<file path="src/rtl/limtmr_pkg.sv">
package limtmr_pkg;

    localparam int TICK_LSB = 9;
    localparam int SYS_W    = 22;
    localparam int USR_W    = 54;
    localparam int LO_W     = 32 - TICK_LSB;
    localparam logic [30:0] LIMIT_FULL = 31'h7FFF_FFFF;

    typedef enum logic [2:0] {
        IX_LIM_RESTART = 3'd0,
        IX_COUNT       = 3'd1,
        IX_LIM_KEEP    = 3'd2,
        IX_RUNCTL      = 3'd3,
        IX_MODE        = 3'd4
    } reg_ix_e;

    typedef struct packed {
        logic restart;
        logic run;
        logic user;
    } cnt_ctl_t;

    function automatic logic [30:0] limit_norm(input logic [31:0] v);
        return (v == 32'd0) ? LIMIT_FULL : v[30:0];
    endfunction

    function automatic logic [SYS_W-1:0] sys_period(input logic [30:0] lim);
        logic [SYS_W-1:0] p;
        p = (lim == 31'd0) ? {SYS_W{1'b1}} : lim[30:TICK_LSB];
        return (p == '0) ? SYS_W'(1) : p;
    endfunction

endpackage

</file>
<file path="src/rtl/limtmr_prescale.sv">
module limtmr_prescale #(
    parameter int DIV = 25
) (
    input  logic clk,
    input  logic rst,
    input  logic restart,
    input  logic run,
    output logic tick
);
    localparam int PW = (DIV > 1) ? $clog2(DIV) : 1;
    localparam logic [PW-1:0] LAST = PW'(DIV - 1);

    logic [PW-1:0] phase;

    always_ff @(posedge clk) begin
        if (rst || restart) begin
            phase <= '0;
        end else if (run) begin
            phase <= (phase == LAST) ? '0 : phase + PW'(1);
        end
    end

    assign tick = run && (phase == LAST);
endmodule

</file>
<file path="src/rtl/limtmr_counter.sv">
module limtmr_counter
    import limtmr_pkg::*;
(
    input  logic             clk,
    input  logic             rst,
    input  logic             restart,
    input  logic             user,
    input  logic             tick,
    input  logic [SYS_W-1:0] period,
    output logic [USR_W-1:0] cnt,
    output logic             wrap
);
    logic [SYS_W:0] sys_next;

    assign sys_next = {1'b0, cnt[SYS_W-1:0]} + (SYS_W+1)'(1);
    assign wrap = tick && !user && !restart && (sys_next >= {1'b0, period});

    always_ff @(posedge clk) begin
        if (rst || restart) begin
            cnt <= '0;
        end else if (tick) begin
            if (user)
                cnt <= cnt + USR_W'(1);
            else if (wrap)
                cnt <= '0;
            else
                cnt <= {{(USR_W-SYS_W){1'b0}}, sys_next[SYS_W-1:0]};
        end
    end
endmodule

</file>
<file path="src/rtl/limtmr_regs.sv">
module limtmr_regs
    import limtmr_pkg::*;
(
    input  logic             clk,
    input  logic             rst,
    input  logic [2:0]       ix,
    input  logic             wr,
    input  logic             rd,
    input  logic [31:0]      wdata,
    input  logic [USR_W-1:0] cnt,
    input  logic             wrap,
    output cnt_ctl_t         ctl,
    output logic [SYS_W-1:0] period,
    output logic [31:0]      rdata,
    output logic             irq
);
    logic [30:0] limit_q;
    logic        user_q;
    logic        stopped_q;
    logic        flag_q;
    logic        ack;
    logic        wr_limit;
    logic [31:0] rd_val;

    assign wr_limit = wr && (ix == IX_LIM_RESTART || ix == IX_LIM_KEEP);
    assign ack      = rd && (ix == IX_LIM_RESTART) && !user_q;

    assign ctl.restart = (wr && ix == IX_LIM_RESTART) || ack;
    assign ctl.run     = !(user_q && stopped_q);
    assign ctl.user    = user_q;
    assign period      = sys_period(limit_q);
    assign irq         = flag_q && !user_q;

    always_comb begin
        case (ix)
            IX_LIM_RESTART: rd_val = user_q ? {1'b0, cnt[USR_W-1:LO_W]}
                                            : {1'b0, limit_q};
            IX_COUNT:       rd_val = user_q ? {cnt[LO_W-1:0], {TICK_LSB{1'b0}}}
                                            : {flag_q, cnt[SYS_W-1:0], {TICK_LSB{1'b0}}};
            IX_RUNCTL:      rd_val = {31'd0, stopped_q};
            IX_MODE:        rd_val = {31'd0, user_q};
            default:        rd_val = 32'd0;
        endcase
    end

    always_ff @(posedge clk) begin
        if (rst) begin
            limit_q   <= '0;
            user_q    <= 1'b0;
            stopped_q <= 1'b1;
            flag_q    <= 1'b0;
            rdata     <= '0;
        end else begin
            if (wr_limit)
                limit_q <= limit_norm(wdata);
            if (wr && ix == IX_RUNCTL && user_q)
                stopped_q <= wdata[0];
            if (wr && ix == IX_MODE)
                user_q <= wdata[0];
            if (ack)
                flag_q <= 1'b0;
            else if (wrap)
                flag_q <= 1'b1;
            if (rd)
                rdata <= rd_val;
        end
    end
endmodule

</file>
<file path="src/rtl/lim_timer.sv">
module lim_timer
    import limtmr_pkg::*;
#(
    parameter int CLK_DIV = 25
) (
    input  logic        clk,
    input  logic        rst,
    input  logic [4:0]  bus_addr,
    input  logic        bus_wr,
    input  logic        bus_rd,
    input  logic [31:0] bus_wdata,
    output logic [31:0] bus_rdata,
    output logic        irq
);
    cnt_ctl_t         ctl;
    logic             tick;
    logic             wrap;
    logic [SYS_W-1:0] period;
    logic [USR_W-1:0] cnt;
    logic             unused_byte_lanes;

    assign unused_byte_lanes = ^bus_addr[1:0];

    limtmr_prescale #(.DIV(CLK_DIV)) u_pre (
        .clk     (clk),
        .rst     (rst),
        .restart (ctl.restart),
        .run     (ctl.run),
        .tick    (tick)
    );

    limtmr_counter u_cnt (
        .clk     (clk),
        .rst     (rst),
        .restart (ctl.restart),
        .user    (ctl.user),
        .tick    (tick),
        .period  (period),
        .cnt     (cnt),
        .wrap    (wrap)
    );

    limtmr_regs u_regs (
        .clk    (clk),
        .rst    (rst),
        .ix     (bus_addr[4:2]),
        .wr     (bus_wr),
        .rd     (bus_rd),
        .wdata  (bus_wdata),
        .cnt    (cnt),
        .wrap   (wrap),
        .ctl    (ctl),
        .period (period),
        .rdata  (bus_rdata),
        .irq    (irq)
    );
endmodule

</file>
<file path="config.mk">
export PLATFORM = sky130hd
export DESIGN_NAME = lim_timer
export DESIGN_NICKNAME = d
export VERILOG_FILES = /design/src/rtl/limtmr_pkg.sv /design/src/rtl/limtmr_prescale.sv /design/src/rtl/limtmr_counter.sv /design/src/rtl/limtmr_regs.sv /design/src/rtl/lim_timer.sv
export SDC_FILE = /design/constraint.sdc
export NUM_CORES = 1
export LEC_CHECK = 0
export CAP_MARGIN = 10
export CELL_PAD_IN_SITES_DETAIL_PLACEMENT = 1
export CELL_PAD_IN_SITES_GLOBAL_PLACEMENT = 1
export CORE_MARGIN = 1.5
export CORE_UTILIZATION = 45
export DETAILED_ROUTE_END_ITERATION = 8
export PLACE_DENSITY_LB_ADDON = 0.1
export SETUP_SLACK_MARGIN = 0.05
export SKIP_LAST_GASP = 1
export SLEW_MARGIN = 0
export SYNTH_ARGS = -nofsm -noshare
export SYNTH_HDL_FRONTEND = slang
export SYNTH_SLANG_ARGS = --single-unit
</file>
<file path="constraint.sdc">
create_clock -name clk -period 10.02 [get_ports clk]
set_input_delay 1.503 -clock clk [delete_from_list [all_inputs] [get_ports clk]]
set_output_delay 1.503 -clock clk [all_outputs]
set_load 0.01 [all_outputs]
</file>
# Yosys cells after proc, flatten, opt, wreduce, memory -nomap -nowiden
# Cells that the tools add are included.
# op_classes
addsub,3
mux,9
eq_ne,5
magnitude_cmp,1
n_reduce_logical,24
# op_table
operator,n
32-bit case mux with 4 select lines,1
22-bit 2-to-1 mux,3
31-bit 2-to-1 mux,2
"54-bit by 1-bit adder with 54-bit output, second input constant",1
54-bit 2-to-1 mux,1
32-bit logical NOT,1
32-bit 2-to-1 mux,1
31-bit logical NOT,1
"22-bit by 1-bit adder with 23-bit output, second input constant",1
23-bit by 22-bit greater-or-equal comparator with 1-bit output,1
22-bit logical NOT,1
1-bit logical AND,13
"3-bit by 2-bit equality test with 1-bit output, second input constant",2
"5-bit by 1-bit adder with 5-bit output, second input constant",1
"5-bit equality test, second input constant",1
5-bit 2-to-1 mux,1
"3-bit by 1-bit equality test with 1-bit output, second input constant",1
"3-bit equality test, second input constant",1
1-bit logical NOT,3
3-bit logical NOT,1
1-bit logical OR,3
2-bit OR reduction,1
# totals
input_bits,41
ff_bits,125
output_inout_bits,33
elab_cells,49

# Depth between registers and ports, before layout
# Gate-level depths: netlist of run 1.
# logic_depth
word_depth,9
mapped_depth,16
mapped_depth_nobuf,12

# Hierarchy
# A second synthesis of run 1 with hierarchy kept.
# hier_totals
hier_cells,845
area_unflattened_um2,7048.0
# modules_own_cells
mod,area_each_um2,seq_area_each_um2,cells_per_inst,n_inst
limtmr_regs,3458.3,1321.3,395,1
limtmr_counter,3347.0,1081.0,422,1
limtmr_prescale,242.7,100.1,28,1

# Worst setup path after synthesis of run 1
# No wires, ideal clock.
# synth_timing
kind,flip-flop to flip-flop
from,register u_regs.limit_q[14]
to,register u_cnt.cnt[10]
setup_ns,0.117
synth_period_minus_slack_ns,3.584
required_time_ns,9.903
t_arrival_ns,3.467
path_stages_with_launch,15
n_path_buf,3
slack_ns,6.436
path_cell_list,dfxtp_1 -> or4_1 -> nor4_1 -> and3_1 -> clkbuf_1 -> nor2_1 -> ha_1 -> nand4_1 -> or4_1 -> a31oi_1 -> nor4_4 -> o21a_1 -> buf_6 -> buf_6 -> a22o_1
# synth_between
elab_chain_cells,8
# synth_rtl
item,line_no,rtl
from (decl),limtmr_regs.sv:17,logic [30:0] limit_q;
from (signal assigned),limtmr_regs.sv:55,limit_q <= limit_norm(wdata);
31-bit logical NOT,limtmr_pkg.sv:29,p = (lim == 31'd0) ? {SYS_W{1'b1}} : lim[30:TICK_LSB];
22-bit 2-to-1 mux (*),limtmr_pkg.sv:29,
22-bit logical NOT,limtmr_pkg.sv:30,return (p == '0) ? SYS_W'(1) : p;
22-bit 2-to-1 mux (*),limtmr_pkg.sv:30,
23-bit by 22-bit greater-or-equal comparator with 1-bit output (*),limtmr_counter.sv:16,"assign wrap = tick && !user && !restart && (sys_next >= {1'b0, period});"
1-bit logical AND (*),limtmr_counter.sv:16,
22-bit 2-to-1 mux (*),limtmr_counter.sv:24,else if (wrap)
54-bit 2-to-1 mux (*),limtmr_counter.sv:22,if (user)
to (signal assigned),limtmr_counter.sv:23,cnt <= cnt + USR_W'(1);
to (signal assigned),limtmr_counter.sv:27,"cnt <= {{(USR_W-SYS_W){1'b0}}, sys_next[SYS_W-1:0]};"
to (decl),limtmr_counter.sv:10,"output logic [USR_W-1:0] cnt,"
# Every way passes the cells marked *; elsewhere a longest branch is shown, timed or not.
# A chain may end at the register's enable or synchronous reset.

# Worst setup path after layout of run 1
# layout_timing
from,register u_regs.limit_q[10]
to,register u_cnt.cnt[7]
# Same word-level chain as after synthesis.

==> metrics.md, run 1 <==
| Metric | Value |
|---|---|
| Run status | finished clean |
| Synth warnings | 0 |
| CTS HTree Levels | 4 |
| Largest net degree at the start of global routing | 68 |
| Setup bufs post-CTS | 0 |
| Clock Skews | 0.00866 ns |
| PwrDens | 163 nW/um2 |
| IO buf count | 71 |
| Tot GR Track Use | 30.3% |
| Placer Congestion | 0.831 |
| Post-DP HPWL | 15200 um |
| Final min period | 4.80 ns |
| Required @ worst endpoint | 10.37 ns |
| RR Endpoint | u_cnt.cnt[7] |
| Layout cells sized above 1 | 5.41% |
| Sequential area share after synthesis | 38.4% |
| Distinct cells, synth | 49 |
| Grt ovf | 0 |
| Measured slew at the worst slew-check pin | 0.991 ns |
| DRT antenna net count | 0 |
| Initial Utilization | 46.5% |
| Lkg Pwr | 2.74 nW |
| Clock Latency Late Sink | 0.42 ns |
| Clk slew on worst S/H paths | 0.05 ns |
| DR DRC count | 0 |
| Post-Synthesis Net Count | 873 |
| Synth async-reset ratio | 0% |
| Detailed Route WL | 21800 um |
| Max clock buf depth | 2 |
| Routed WL per cell | 20.8 um |
| VDD IR max | 0.120 mV |
| Max Cap Violations | 0 |
| CTS buffer count | 17 |
| Via/cell ratio | 5.97 |
| EDFF count, synth | 0 |
| Chip Width | 123 um |
| Worst Hold End | u_regs.flag_q |
| N_diodes | 0 |
| Flops & latches, synth | 125 |
| Mean Syn Cell Area | 8.07 um2 |
| Vias in the first global route | 6401 |
| Min-delay worst type | register to register |
| Setup TNS | 0 ns |
| Setup violators final | 0 |
| Die area | 15200 um2 |
| WP data arrival | 5.15 ns |
| Nets@finish | 923 |
| Period utilization | 47.9% |
| R2R setup slack | 5.22 ns |
| R2R Path Start | u_regs.limit_q[10] |
| Core area | 14000 um2 |
| Maximum fanout along the worst path | 21 |
| First DRT Iteration DRCs | 353 |
| Hold Path Origin | u_regs.flag_q |
| CTS Sinks | 125 |
| Root buf cell | clkbuf_16 |
| Final hold vios | 0 |
| RSZ-0062 raised after global routing | false |
| CP Launch Type | register |
| CTS Hold Bufs | 0 |
| Vias | 6260 |
| Tot Pwr | 1.29 mW |
| Peak Freq | 208 MHz |
| Max Slew Vio Count | 0 |
| Hold path cells | 1 |
| Die Y | 123 um |
| Mapped Cells | 807 |
| R2R depth | 12 |
| I/O pin count | 74 |
| Main synth FF type | dfxtp_1 |
| Area growth syn-to-layout | 21.7% |
| Pre-antenna DRT Iters | 5 |
| Post-CTS resize count | 0 |
| Rel. slew slack | 33.6% |
| CTS tree | done |
| Worst setup EP type | register |
| First-pass GRT wire length | 34600 um |
| Syn Std Cell Area | 6510 um2 |
| Antenna violations before repair | 0 |
| Setup CP Type | register to register |
| Cell Rows | 43 |
==> per-layer routing <==
metal / vias to the layer above / GRT usage [%] / share of wire, %
met1: 3072 / 38.1 / 44
met5: - / 0 / 0
met4: 0 / 14.2 / 3.8
met3: 49 / 5.77 / 4.8
li1: 2947 / - / -
met2: 192 / 50.3 / 48
==> through the flow <==
step	cells	hold WS, ns	utilization [%]	cell area [um2]	setup slack, ns
after global routing	1049	0.487	56.6	7920	5.04
after CTS	1049	0.468	56.6	7920	5.34
after global placement	1018	0.440	52.2	7310	5.69
final	1049	0.465	56.6	7920	5.22
after floorplan	807	0.433	-	6510	6.44
after detailed placement	1018	0.445	52.2	7310	5.42
==> sequential cells by signal, summed over array words and instances, names as in the netlist <==
register          flops
u_pre.phase           5
u_regs.stopped_q      1
u_cnt.cnt            54
u_regs.flag_q         1
u_regs.limit_q       31
u_regs.rdata         32
u_regs.user_q         1
==> cells in the mapped netlist (23+ instances only) <==
cell,n,area (um2)
a21oi_1,25,125
a22oi_1,23,173
clkbuf_1,40,150
dfxtp_1,125,2500
ha_1,25,313
mux2i_1,31,310
nand2_1,50,188
nand4_1,23,144
nor2_1,165,619
nor3_1,59,295
o21ai_0,32,160
xnor2_1,43,377
==> cell usage in the layout (no fill, tap or decap), types with 25 or more instances in the layout <==
cell type          n
a21oi_1           25
clkdlybuf4s50_1   70
dfxtp_1          124
ha_1              25
mux2i_1           31
nand2_1           50
nor2_1           165
nor3_1            59
o21ai_0           31
xnor2_1           43
==> how the worst max path moves through the flow <==
stage / startpoint / to / depth (start not counted)
3_5_place_dp: u_regs.limit_q[10] / u_cnt.cnt[10] / 12
4_1_cts: u_regs.limit_q[10] / u_cnt.cnt[7] / 12
5_1_grt: u_regs.limit_q[10] / u_cnt.cnt[7] / 12
2_1_floorplan: u_regs.limit_q[14] / u_cnt.cnt[10] / 14
6_report: u_regs.limit_q[10] / u_cnt.cnt[7] / 12
3_3_place_gp: u_regs.limit_q[26] / u_cnt.cnt[5] / 12
==> critical path, cell delays in order, from the launching register on <==
cell	delay, ns
dfxtp_1	0.38
nor4_1	0.51
nand4_1	0.17
nor4_1	0.38
and3_1	0.82
nor2_1	0.09
ha_1	0.32
a21o_1	0.16
a21oi_1	0.26
o31ai_4	0.16
nor4_4	0.53
o21a_1	0.68
a22o_1	0.26
==> cells by family after synthesis <==
group                    share of synthesized area [%]
flip-flops                                        38.4
buffers and inverters                             4.53
XOR/XNOR                                          6.59
multiplexers                                      4.77
AO/OA/AOI/OAI                                     12.9
AND/OR/NAND/NOR                                   27.9
adder cells (fa/ha/maj)                           4.80
==> layout make-up <==
class                           count  area [um2]
Clock buffer                       24         452
Clock inverter                      7         163
Fill cell                        1679        6070
Inverter                           22        82.6
Multi-Input combinational cell    611        3720
Sequential cell                   125        2500
Tap cell                          180         225
Timing Repair Buffer               80         773
==> power by group <==
group          total [mW]  switching, mW  internal, mW
sequential          0.515        0.00985         0.506
combinational       0.110         0.0665        0.0436
clock               0.662          0.222         0.439
total                1.29          0.299         0.989
No activity file was read; power rests on OpenSTA's default activity.
==> run 2: changes to the inputs <==
Settings changed: CORE_UTILIZATION 45 to 38.
Clock period 10.02 ns to 4 ns, I/O delays scaled along.
==> metrics.md, run 2 (synthesis results as in run 1) <==
| Metric | Value |
|---|---|
| Hold Path Origin | u_regs.flag_q |
| Required @ worst endpoint | 4.31 ns |
| I/O pin count | 74 |
| Largest net degree at the start of global routing | 67 |
| Grt ovf | 0 |
| Tot Pwr | 3.16 mW |
| R2R Path Start | u_regs.limit_q[26] |
| Commonest non-fill, non-tap cell in the layout | nor2_1 |
| Setup CP Type | register to register |
| Setup TNS | 0 ns |
| Antenna violations before repair | 0 |
| WP data arrival | 4.11 ns |
| Final min period | 3.79 ns |
| CP Launch Type | register |
| Lkg Pwr | 2.84 nW |
| DR DRC count | 0 |
| CTS tree | done |
| Max FFs per register | 54 |
| Hold path cells | 1 |
| CP cell instances | nor4_2 -> nand4_1 -> nor4_2 -> and3_1 -> buf_12 -> nor2_1 -> ha_1 -> nand4_1 -> or4_1 -> a31oi_1 -> nor4_4 -> o21a_1 -> buf_12 -> a22o_1 |
| VDD IR max | 0.272 mV |
| Clock Latency Late Sink | 0.43 ns |
| PwrDens | 387 nW/um2 |
| Vias in the first global route | 6514 |
| Final core occ | 49.0% |
| Period utilization | 94.8% |
| DRT antenna net count | 0 |
| CTS buffer count | 17 |
| Final hold slack | 0.459 ns |
| CTS Sinks | 125 |
| Pre-CTS setup slack | 0.144 ns |
| Via/cell ratio | 5.62 |
| Max Slew Vio Count | 0 |
| Vias | 6230 |
| R2R depth | 14 |
| Filler Cell Count | 1974 |
| Nets@finish | 942 |
| R2R setup slack | 0.21 ns |
| Max clock buf depth | 2 |
| Clock Skews | 0.00861 ns |
| Setup violators final | 0 |
| Beginning of the critical path | u_regs.limit_q[26] |
| Max stage delay cell, worst path | or4_1 |
| First-pass GRT wire length | 35700 um |
| RR Endpoint | u_cnt.cnt[5] |
| IO buf count | 71 |
| Biggest registers after layout | u_cnt.cnt x54, u_regs.rdata x32, u_regs.limit_q x31 |
| Worst Hold End | u_regs.flag_q |
| Post-DP HPWL | 16200 um |
| Maximum fanout along the worst path | 21 |
| CTS Hold Bufs | 0 |
| Area growth syn-to-layout | 25.2% |
| N_diodes | 0 |
| Layout cells sized above 1 | 8.55% |
| Top reg by flops | u_cnt.cnt |
| Die area | 17900 um2 |
| Cell Rows | 47 |
| Detailed Route WL | 22200 um |
| Final WS setup | 0.208 ns |
| Die Y | 134 um |
| Root buf cell | clkbuf_16 |
| Setup bufs post-CTS | 0 |
| CTS HTree Levels | 4 |
| Run status | finished clean |
| Peak Freq | 264 MHz |
| Most frequent cells in the layout | nor2_1 (165), dfxtp_1 (124), clkdlybuf4s50_1 (70) |
| Routed WL per cell | 20.0 um |
| Worst setup EP type | register |
| Tot GR Track Use | 25.9% |
| Min-delay worst type | register to register |
| Rel. slew slack | 44.0% |
| Crit-path max cell delay | 0.52 ns |
| Chip Width | 134 um |
| Measured slew at the worst slew-check pin | 0.839 ns |
| Max Cap Violations | 0 |
| Final hold vios | 0 |
| Placer Congestion | 0.842 |
| Initial Utilization | 39.1% |
| Clk slew on worst S/H paths | 0.06 ns |
| First DRT Iteration DRCs | 366 |
| Core area | 16600 um2 |
| RSZ-0062 raised after global routing | false |
| Pre-antenna DRT Iters | 5 |
[run 2: critical path, delay by kind of cell (launching register included)]
family	cells	cell delay (ns)
buf+inv	2	0.33
compound gates	3	0.69
simple gates	8	1.95
flops	1	0.36
fa+ha+maj	1	0.32
[run 2: layout make-up]
| class | instances | area (um2) | share of cell area [%] |
|---|---|---|---|
| sequential | 125 | 2500 | 30.7 |
| multi-input combinational | 611 | 3750 | 46.0 |
| clock inverter | 10 | 113 | 1.38 |
| timing repair buffer | 99 | 941 | 11.5 |
| tap | 220 | 275 | 3.38 |
| clock buffer | 22 | 484 | 5.94 |
| inverter | 22 | 82.6 | 1.01 |
[run 2: stage by stage]
step | instance area, um2 | cells
2_1_floorplan | 6510 | 807
3_3_place_gp | 7520 | 1077
3_5_place_dp | 7520 | 1077
4_1_cts | 8120 | 1109
5_1_grt | 8150 | 1109
6_report | 8150 | 1109
[run 2: repair_timing]
item	4_1_cts	5_1_grt
resized for setup	0	4
endpoints found under the hold margin	0	0
endpoints found under the setup margin	0	18
[run 2: per-layer routing]
layer  vias up  GRT usage [%]  part of all wire (%)
met5         -              0                     0
met1      3064           32.7                    45
met3        44           3.70                   3.4
met4         0           11.9                   3.1
met2       146           43.8                    49
li1       2976              -                     -
[run 2: worst max-delay path by stage]
stage / endpoint / cells after the start
2_1_floorplan: u_cnt.cnt[10] / 14
3_3_place_gp: u_cnt.cnt[8] / 14
3_5_place_dp: u_cnt.cnt[4] / 14
4_1_cts: u_cnt.cnt[15] / 14
5_1_grt: u_cnt.cnt[16] / 14
6_report: u_cnt.cnt[5] / 14
[run 2: report_power, final]
group	total (mW)	leakage (nW)	switching, mW	internal [mW]
clock	1.58	0.280	0.598	0.979
sequential	1.29	1.01	0.0243	1.27
combinational	0.289	1.55	0.171	0.118
==> run 3: changes to the inputs <==
Settings changed: HOLD_SLACK_MARGIN set to 0.12.
==> results of run 3 <==
Same layout as run 2: the final DEF is identical, and so are final timing and power.
